--- src/rtl/tmr_pkg.sv ---
package tmr_pkg;
  localparam int BYTE_W = 8;
  localparam int CNT_W  = 2 * BYTE_W;
  localparam int MODE_W = 3;

  typedef enum logic [1:0] {
    ACC_NONE = 2'd0,
    ACC_LO   = 2'd1,
    ACC_HI   = 2'd2,
    ACC_WORD = 2'd3
  } acc_e;

  typedef struct packed {
    logic cfg_we;
    logic cnt_lat;
    logic sts_lat;
    logic data_we;
    logic data_rd;
  } chan_cmd_t;
endpackage

--- src/rtl/tmr_cmd_dec.sv ---
module tmr_cmd_dec
  import tmr_pkg::*;
#(
  parameter int NCH = 3,
  parameter int AW  = 2
) (
  input  logic                   wr_en,
  input  logic                   rd_en,
  input  logic [AW-1:0]          addr,
  input  logic [BYTE_W-1:0]      wdata,
  output chan_cmd_t [NCH-1:0]    cmd
);
  localparam logic [AW-1:0] CTRL_ADDR = AW'(NCH);

  logic ctrl_wr;
  logic rb_cmd;
  logic [1:0] sel;
  logic lat_fld;

  always_comb begin
    ctrl_wr = wr_en && (addr == CTRL_ADDR);
    sel     = wdata[7:6];
    rb_cmd  = (sel == 2'd3);
    lat_fld = (wdata[5:4] == 2'd0);
  end

  for (genvar i = 0; i < NCH; i++) begin : g_dec
    logic hit;
    logic rb_sel;
    always_comb begin
      hit    = !rb_cmd && (sel == 2'(i));
      rb_sel = rb_cmd && wdata[i+1];
      cmd[i].cfg_we  = ctrl_wr && hit && !lat_fld;
      cmd[i].cnt_lat = ctrl_wr && ((hit && lat_fld) || (rb_sel && !wdata[5]));
      cmd[i].sts_lat = ctrl_wr && rb_sel && !wdata[4];
      cmd[i].data_we = wr_en && (addr == AW'(i));
      cmd[i].data_rd = rd_en && (addr == AW'(i));
    end
  end
endmodule

--- src/rtl/tmr_chan_port.sv ---
module tmr_chan_port
  import tmr_pkg::*;
(
  input  logic              clk,
  input  logic              rst_n,
  input  chan_cmd_t         cmd,
  input  logic [BYTE_W-1:0] wdata,
  input  logic [CNT_W-1:0]  live_cnt,
  input  logic              out_lvl,
  output logic [BYTE_W-1:0] rd_byte,
  output logic              ld_stb,
  output logic [CNT_W-1:0]  ld_val,
  output logic [MODE_W-1:0] mode,
  output logic              bcd
);
  acc_e              acc_q, acc_d;
  logic [MODE_W-1:0] mode_q, mode_d;
  logic              bcd_q, bcd_d;
  logic              wr_hi_q, wr_hi_d;
  logic [BYTE_W-1:0] hold_q, hold_d;
  logic              rd_hi_q, rd_hi_d;
  acc_e              lat_q, lat_d;
  logic [CNT_W-1:0]  lat_val_q;
  logic              lat_load;
  logic              sts_pend_q, sts_pend_d;
  logic [BYTE_W-1:0] sts_val_q;
  logic              sts_load;
  logic              ld_stb_q, ld_stb_d;
  logic [CNT_W-1:0]  ld_val_q, ld_val_d;

  // byte presented to a read
  always_comb begin
    if (sts_pend_q) begin
      rd_byte = sts_val_q;
    end else if (lat_q != ACC_NONE) begin
      rd_byte = (lat_q == ACC_HI) ? lat_val_q[CNT_W-1:BYTE_W] : lat_val_q[BYTE_W-1:0];
    end else begin
      unique case (acc_q)
        ACC_HI:   rd_byte = live_cnt[CNT_W-1:BYTE_W];
        ACC_WORD: rd_byte = rd_hi_q ? live_cnt[CNT_W-1:BYTE_W] : live_cnt[BYTE_W-1:0];
        default:  rd_byte = live_cnt[BYTE_W-1:0];
      endcase
    end
  end

  // next state
  always_comb begin
    acc_d      = acc_q;
    mode_d     = mode_q;
    bcd_d      = bcd_q;
    wr_hi_d    = wr_hi_q;
    hold_d     = hold_q;
    rd_hi_d    = rd_hi_q;
    lat_d      = lat_q;
    sts_pend_d = sts_pend_q;
    ld_stb_d   = 1'b0;
    ld_val_d   = ld_val_q;
    lat_load   = 1'b0;
    sts_load   = 1'b0;

    if (cmd.data_rd) begin
      if (sts_pend_q) begin
        sts_pend_d = 1'b0;
      end else if (lat_q != ACC_NONE) begin
        lat_d = (lat_q == ACC_WORD) ? ACC_HI : ACC_NONE;
      end else if (acc_q == ACC_WORD) begin
        rd_hi_d = !rd_hi_q;
      end
    end

    if (cmd.data_we) begin
      unique case (acc_q)
        ACC_HI: begin
          ld_stb_d = 1'b1;
          ld_val_d = {wdata, {BYTE_W{1'b0}}};
        end
        ACC_WORD: begin
          if (!wr_hi_q) begin
            hold_d  = wdata;
            wr_hi_d = 1'b1;
          end else begin
            ld_stb_d = 1'b1;
            ld_val_d = {wdata, hold_q};
            wr_hi_d  = 1'b0;
          end
        end
        default: begin
          ld_stb_d = 1'b1;
          ld_val_d = {{BYTE_W{1'b0}}, wdata};
        end
      endcase
    end

    if (cmd.cfg_we) begin
      acc_d   = acc_e'(wdata[5:4]);
      mode_d  = wdata[3:1];
      bcd_d   = wdata[0];
      wr_hi_d = 1'b0;
      rd_hi_d = 1'b0;
    end

    if (cmd.cnt_lat && (lat_q == ACC_NONE)) begin
      lat_d    = acc_q;
      lat_load = 1'b1;
    end

    if (cmd.sts_lat && !sts_pend_q) begin
      sts_pend_d = 1'b1;
      sts_load   = 1'b1;
    end
  end

  // registers
  always_ff @(posedge clk or negedge rst_n) begin
    if (!rst_n) begin
      acc_q      <= ACC_WORD;
      mode_q     <= '0;
      bcd_q      <= 1'b0;
      wr_hi_q    <= 1'b0;
      hold_q     <= '0;
      rd_hi_q    <= 1'b0;
      lat_q      <= ACC_NONE;
      lat_val_q  <= '0;
      sts_pend_q <= 1'b0;
      sts_val_q  <= '0;
      ld_stb_q   <= 1'b0;
      ld_val_q   <= '0;
    end else begin
      acc_q      <= acc_d;
      mode_q     <= mode_d;
      bcd_q      <= bcd_d;
      wr_hi_q    <= wr_hi_d;
      hold_q     <= hold_d;
      rd_hi_q    <= rd_hi_d;
      lat_q      <= lat_d;
      sts_pend_q <= sts_pend_d;
      ld_stb_q   <= ld_stb_d;
      ld_val_q   <= ld_val_d;
      if (lat_load) begin
        lat_val_q <= live_cnt;
      end
      if (sts_load) begin
        sts_val_q <= {out_lvl, 1'b0, acc_q, mode_q, bcd_q};
      end
    end
  end

  assign ld_stb = ld_stb_q;
  assign ld_val = ld_val_q;
  assign mode   = mode_q;
  assign bcd    = bcd_q;
endmodule

--- src/rtl/tmr_host_if.sv ---
module tmr_host_if
  import tmr_pkg::*;
#(
  parameter int NCH = 3
) (
  input  logic                  clk,
  input  logic                  rst_n,
  input  logic                  wr_en,
  input  logic                  rd_en,
  input  logic [1:0]            addr,
  input  logic [7:0]            wdata,
  output logic [7:0]            rdata,
  input  logic [NCH*16-1:0]     ch_count,
  input  logic [NCH-1:0]        ch_out,
  output logic [NCH-1:0]        ld_stb,
  output logic [NCH*16-1:0]     ld_val,
  output logic [NCH*3-1:0]      cfg_mode,
  output logic [NCH-1:0]        cfg_bcd
);
  localparam int AW = 2;

  chan_cmd_t [NCH-1:0] cmd;
  logic [BYTE_W-1:0]   rd_bytes [NCH];

  tmr_cmd_dec #(.NCH(NCH), .AW(AW)) u_dec (
    .wr_en (wr_en),
    .rd_en (rd_en),
    .addr  (addr),
    .wdata (wdata),
    .cmd   (cmd)
  );

  for (genvar i = 0; i < NCH; i++) begin : g_ch
    tmr_chan_port u_ch (
      .clk      (clk),
      .rst_n    (rst_n),
      .cmd      (cmd[i]),
      .wdata    (wdata),
      .live_cnt (ch_count[i*CNT_W +: CNT_W]),
      .out_lvl  (ch_out[i]),
      .rd_byte  (rd_bytes[i]),
      .ld_stb   (ld_stb[i]),
      .ld_val   (ld_val[i*CNT_W +: CNT_W]),
      .mode     (cfg_mode[i*MODE_W +: MODE_W]),
      .bcd      (cfg_bcd[i])
    );
  end

  always_comb begin
    rdata = '0;
    for (int i = 0; i < NCH; i++) begin
      if (addr == AW'(i)) begin
        rdata = rd_bytes[i];
      end
    end
  end
endmodule

--- config.mk ---
export PLATFORM = sky130hd
export DESIGN_NAME = tmr_host_if
export DESIGN_NICKNAME = d
export VERILOG_FILES = /design/src/rtl/tmr_pkg.sv /design/src/rtl/tmr_cmd_dec.sv /design/src/rtl/tmr_chan_port.sv /design/src/rtl/tmr_host_if.sv
export SDC_FILE = /design/constraint.sdc
export NUM_CORES = 1
export LEC_CHECK = 0
export BUFFER_PORTS_ARGS = -buffer_cell sky130_fd_sc_hd__buf_2
export CORE_ASPECT_RATIO = 2
export CORE_MARGIN = 1.5
export CORE_UTILIZATION = 30
export CTS_BUF_LIST = sky130_fd_sc_hd__clkbuf_4 sky130_fd_sc_hd__clkbuf_8
export DETAILED_ROUTE_END_ITERATION = 10
export SYNTH_ARGS = -nofsm -noshare
export SYNTH_HDL_FRONTEND = slang
export SYNTH_SLANG_ARGS = --single-unit
export TNS_END_PERCENT = 50
--- constraint.sdc ---
create_clock -name clk -period 4 [get_ports clk]
set_clock_uncertainty 0.15 [all_clocks]
set_input_delay 0.8 -clock clk [delete_from_list [all_inputs] [get_ports clk]]
set_output_delay 0.8 -clock clk [all_outputs]
set_load 0.01 [all_outputs]
# == Word-level counts from Yosys, hierarchy flattened ==
# Index checks and enable logic that the tools add are counted.
# totals
input_bits,65
ff_bits,177
# op_classes
n_mux,87
eq_ne,30
reduce_logical,95
bitwise,3
# ops
operator,count
$mux 8,15
$pmux 16 s2,3
$mux 1,48
$mux 16,3
$pmux 8 s2,3
$reduce_bool 2->1,21
$logic_and 1x1->1,40
$eq 2x2->1 const B,16
$mux 2,15
$ne 2x2->1 const B,9
$reduce_and 3->1,6
$logic_not 2->1,6
$reduce_and 2->1,6
$reduce_and 4->1,3
$logic_not 1->1,10
$ne 2x1->1 const B,3
$eq 2x1->1 const B,2
$logic_or 1x1->1,3
$not 1->1,3

# == Longest topological paths before layout ==
# depth
ltp_word,9
mapped_depth,8

# == Modules after synthesis ==
# From an unflattened synthesis, not the netlist that was laid out.
# unflattened
cells_unflattened,738
hier_area_um2,8503.2
# by_module_without_submodules
module,n_inst,cells_each,area_each_um2
tmr_chan_port (g_ch[0].u_ch ...),2,230,2705.1
tmr_chan_port (g_ch[2].u_ch),1,230,2707.6
tmr_host_if,1,20,197.7
tmr_cmd_dec,1,28,187.7

# == Worst setup path before layout ==
# No wires, ideal clock.
# synth_timing
kind,input -> output
startpoint,input port addr[0]
endpoint,output port rdata[3]
arrival_time_ns,1.977
setup_slack_ns,1.073
path_stages,7
n_path_buf,2
path_cell_list,clkbuf_1 > nand2b_1 > clkbuf_1 > o21ai_0 > o211ai_1 > o311ai_0 > o211a_1
# synth_between
elab_chain_cells,4
word_cells_on_any_way,6
classes_between,eq/ne (2); mux (3); reduce/logical (1)
# synth_lines
item,line,text
from (decl),tmr_host_if.sv:10,"input logic [1:0] addr,"
$logic_not 2->1,tmr_host_if.sv:52,if (addr == AW'(i)) begin
$mux 8 (2 in series),tmr_host_if.sv:52,
$mux 8 (*),tmr_host_if.sv:52,
to (decl),tmr_host_if.sv:12,"output logic [7:0] rdata,"
# Every way passes the cells marked *; elsewhere a longest branch is shown, timed or not.

# == Worst setup path in the final report ==
# layout_timing
startpoint,register g_ch[0].u_ch.acc_q[0]
endpoint,output port rdata[7]
# layout_between
elab_chain_cells,7
word_cells_on_any_way,8
classes_between,eq/ne (2); mux (6)
# layout_lines
item,line,text
from (decl),tmr_chan_port.sv:16,"acc_e acc_q, acc_d;"
from (signal assigned),tmr_chan_port.sv:116,acc_q <= ACC_WORD;
from (signal assigned),tmr_chan_port.sv:129,acc_q <= acc_d;
$eq 2x2->1,tmr_chan_port.sv:38,unique case (acc_q)
$pmux 8 s2 (*),tmr_chan_port.sv:38,
$mux 8 (*),tmr_chan_port.sv:35,end else if (lat_q != ACC_NONE) begin
$mux 8 (*),tmr_chan_port.sv:33,if (sts_pend_q) begin
$mux 8 (*) (3 in series),tmr_host_if.sv:52,
# Marks and branches as above.

==> results.ini <==
[clock_tree]
cts_sinks = 177
cts_hold_buffers = 0
cts_tree = built
clockBufferDepth = 2
root_buffer = clkbuf_8
cts-buffers-inserted = 17
clk_pin_slew_ns = 0.09
insertion_delay_ns = 0.50
htreeDepth = 4

[floorplanning]
die_area_sq_mm = 0.02894
floorplan.initialDensity_pct = 30.47
fp.dieH_um = 239.1
coreArea_sq_mm = 0.02744
io_pins = 136
rows = 86
die_width_um = 121.0

[place]
place_congestion = 0.9563
portBuffers = 135
hpwl_um = 18880

[timing]
slew_headroom_pct = 27.47
max_clock_freq_mhz = 262.0
tightest_slew_ns = 1.085
rsz0062_at_grt = no
min_period_ns = 3.817
drv_slew = 0
setup_violations = 0
period_share_pct = 95.42
tns_ns = 0
final_hold_viol_count = 0

[detailed_routing]
num_vias = 6383
ant_nets = 0
drt_iter0_drc = 370
wirelength_um = 25910
wl_per_cell_um = 20.86
vias_per_cell = 5.139
drt_first_pass_iters = 4
drc = 0

[critical_path]
end_kind = primary output
crit_slowest_cell = o311ai_0
crit_chain = nand2b_1, nand2_1, a211oi_1, o311ai_0, o211a_1, buf_2
cp-start-kind = flip-flop
crit_fanout = 8
max_stage_delay_ns = 0.72
critPathKind = flip-flop to primary output
crit_arrival_ns = 2.87
cp.required_ns = 3.05

[synthesis]
synth_area_leaders = dfrtp_1 51%, mux2_2 14%, nand2_1 4.9%, o21ai_0 4.4%, nor2b_1 2.5%
synth_ff_type = dfrtp_1
ys_async_sr_fraction_pct = 100.0
muxShareOfSynthArea_pct = 13.99
synth.largest_area_cell = dfrtp_1
yosysTopAreaCellShare_pct = 51.18
syn_area_per_cell_sq_um = 10.89
synth_xor_area_share_pct = 0.4190
yosys.area_share.adder_pct = 0
synthSimpleGateAreaFrac_pct = 11.60
yosysSeqAreaShare_pct = 53.07
yosys.cell_types.count = 51
syn_area_sq_mm = 0.008361
ys_warn_count = 0
synth_top_family_by_area = compound AO/OA/AOI/OAI gates
syn_nets = 833
syn_inst = 768
synth_edf_count = 0
synth.most_common_cell = dfrtp_1
synth.top_cells.by_count = 171 x dfrtp_1, 110 x nand2_1, 103 x mux2_2
synth_seq_cells = 177
synth_compound_area_share_pct = 16.85

[pwr]
leakagePower_nw = 4.580
ir_drop_uv = 271.7
p_per_area_mw_per_mm2 = 523.5

[global_route]
antenna_found_initial = 2
grt_max_degree = 71
grt_pass1_wl_um = 38990
first_global_vias = 6524
grt_util_all_layers_pct = 18.41
grt_overflow = 0

[cells_and_area]
register_area_sq_mm = 0.004437
nFillCells = 2770
layout.nets = 941
utilization_pct = 35.75
synthToLayoutAreaGrowth_pct = 17.35
multi_input_area_sq_mm = 0.003601
layout-drive-gt1-share_pct = 35.77

[worst_hold_path]
hp-class = primary input to asynchronous set/reset pin

[status]
status = complete, no violations

[flow_run]
cap_violations = 0

[per-layer routing]
layer | track usage, % | vias up | routed length [um]
met2 | 34.33 | 173 | 14300
met4 | 10.05 | 2 | 1164
met1 | 19.04 | 3180 | 9389
met3 | 3.435 | 58 | 1041
li1 | - | 2970 | -
met5 | 0 | - | 13
[layout make-up]
type / instances / share of cell area, %
flip-flops and latches: 177 / 45.22
repair buffers: 153 / 8.456
multi-input cells: 511 / 36.70
well taps: 352 / 4.489
diodes: 1 / 0.02551
clock buffers: 17 / 2.385
clock inverters: 15 / 2.104
inverters: 16 / 0.6122
[critical path: cells and delay by family, from the launching register on]
family | cells | cell delay (ns)
AOI/OAI and AO/OA | 3 | 1.17
DFF | 1 | 0.59
and+or+nand+nor | 2 | 0.49
buffers and inverters | 1 | 0.14
[cells by family after synthesis]
group / after synthesis
mux: 104
buf+inv: 80
simple gates: 194
compound gates: 209
flops: 177
xor+xnor: 4
[layout by cell type (no fill, tap or decap), types with 4 or more instances in the layout]
master	count
inv_1	15
a221oi_1	7
nor2_1	9
o211ai_1	11
mux2_2	103
o211a_1	7
nor2b_1	33
a31oi_1	10
and3_1	9
a21boi_0	7
clkbuf_8	17
a31o_2	14
a22oi_1	23
nand2_1	110
inv_6	5
buf_4	17
buf_2	134
nor3_1	5
a211oi_1	7
and2_1	4
bufinv_16	4
nand2b_1	6
dfstp_2	6
o21ai_0	73
dfrtp_1	171
o22a_1	7
a21oi_1	17
o311ai_0	13
[per-stage QoR]
step / cells / hold slack (ns) / setup WS [ns] / power, mW / instance area, sq um
floorplan: 768 / 0.3212 / 1.073 / 3.214 / 8361
global placement: 1209 / 0.3112 / 0.2201 / 3.755 / 9368
detailed placement: 1209 / 0.3178 / 0.1710 / 3.782 / 9368
CTS: 1241 / 0.1525 / 0.03361 / 5.186 / 9808
global route: 1242 / 0.1837 / 0.1058 / 5.422 / 9811
finish: 1242 / 0.1394 / 0.1833 / 5.136 / 9811
[path summary, 6_finish.rpt]
path                                         start                       to  slack, ns  depth (start not counted)
max reg2reg                  g_ch[2].u_ch.acc_q[1]   g_ch[2].u_ch.hold_q[4]       1.18                          5
min in group clk           g_ch[2].u_ch.ld_val[10]  g_ch[2].u_ch.ld_val[10]       0.33                          2
max in group asynchronous                    rst_n    g_ch[2].u_ch.acc_q[0]       2.60                          2
max                          g_ch[0].u_ch.acc_q[0]                 rdata[7]       0.18                          6
min reg2reg                g_ch[2].u_ch.ld_val[10]  g_ch[2].u_ch.ld_val[10]       0.33                          2
min                                          rst_n  g_ch[1].u_ch.ld_val[14]       0.14                          1
[registers in the layout, summed over array words and instances, names as in the netlist]
name,flops
g_ch.u_ch.bcd,3
g_ch.u_ch.ld_val,48
g_ch.u_ch.rd_hi_q,3
g_ch.u_ch.wr_hi_q,3
g_ch.u_ch.sts_pend_q,3
g_ch.u_ch.ld_stb,3
g_ch.u_ch.sts_val_q,21
g_ch.u_ch.hold_q,24
g_ch.u_ch.acc_q,6
g_ch.u_ch.lat_val_q,48
g_ch.u_ch.mode,9
g_ch.u_ch.lat_q,6
[report_power, final]
| group | internal [mW] | switching (mW) |
|---|---|---|
| Combinational | 0.561 | 0.678 |
| Sequential | 2.20 | 0.301 |
| Clock | 0.689 | 0.705 |
[timing repair]
action | 4_1_cts | 5_1_grt
setup endpoints to repair | 0 | 1
buffers inserted | 0 | 0
resized for setup | 0 | 1
Note: power is estimated with default switching activity, not from simulation.
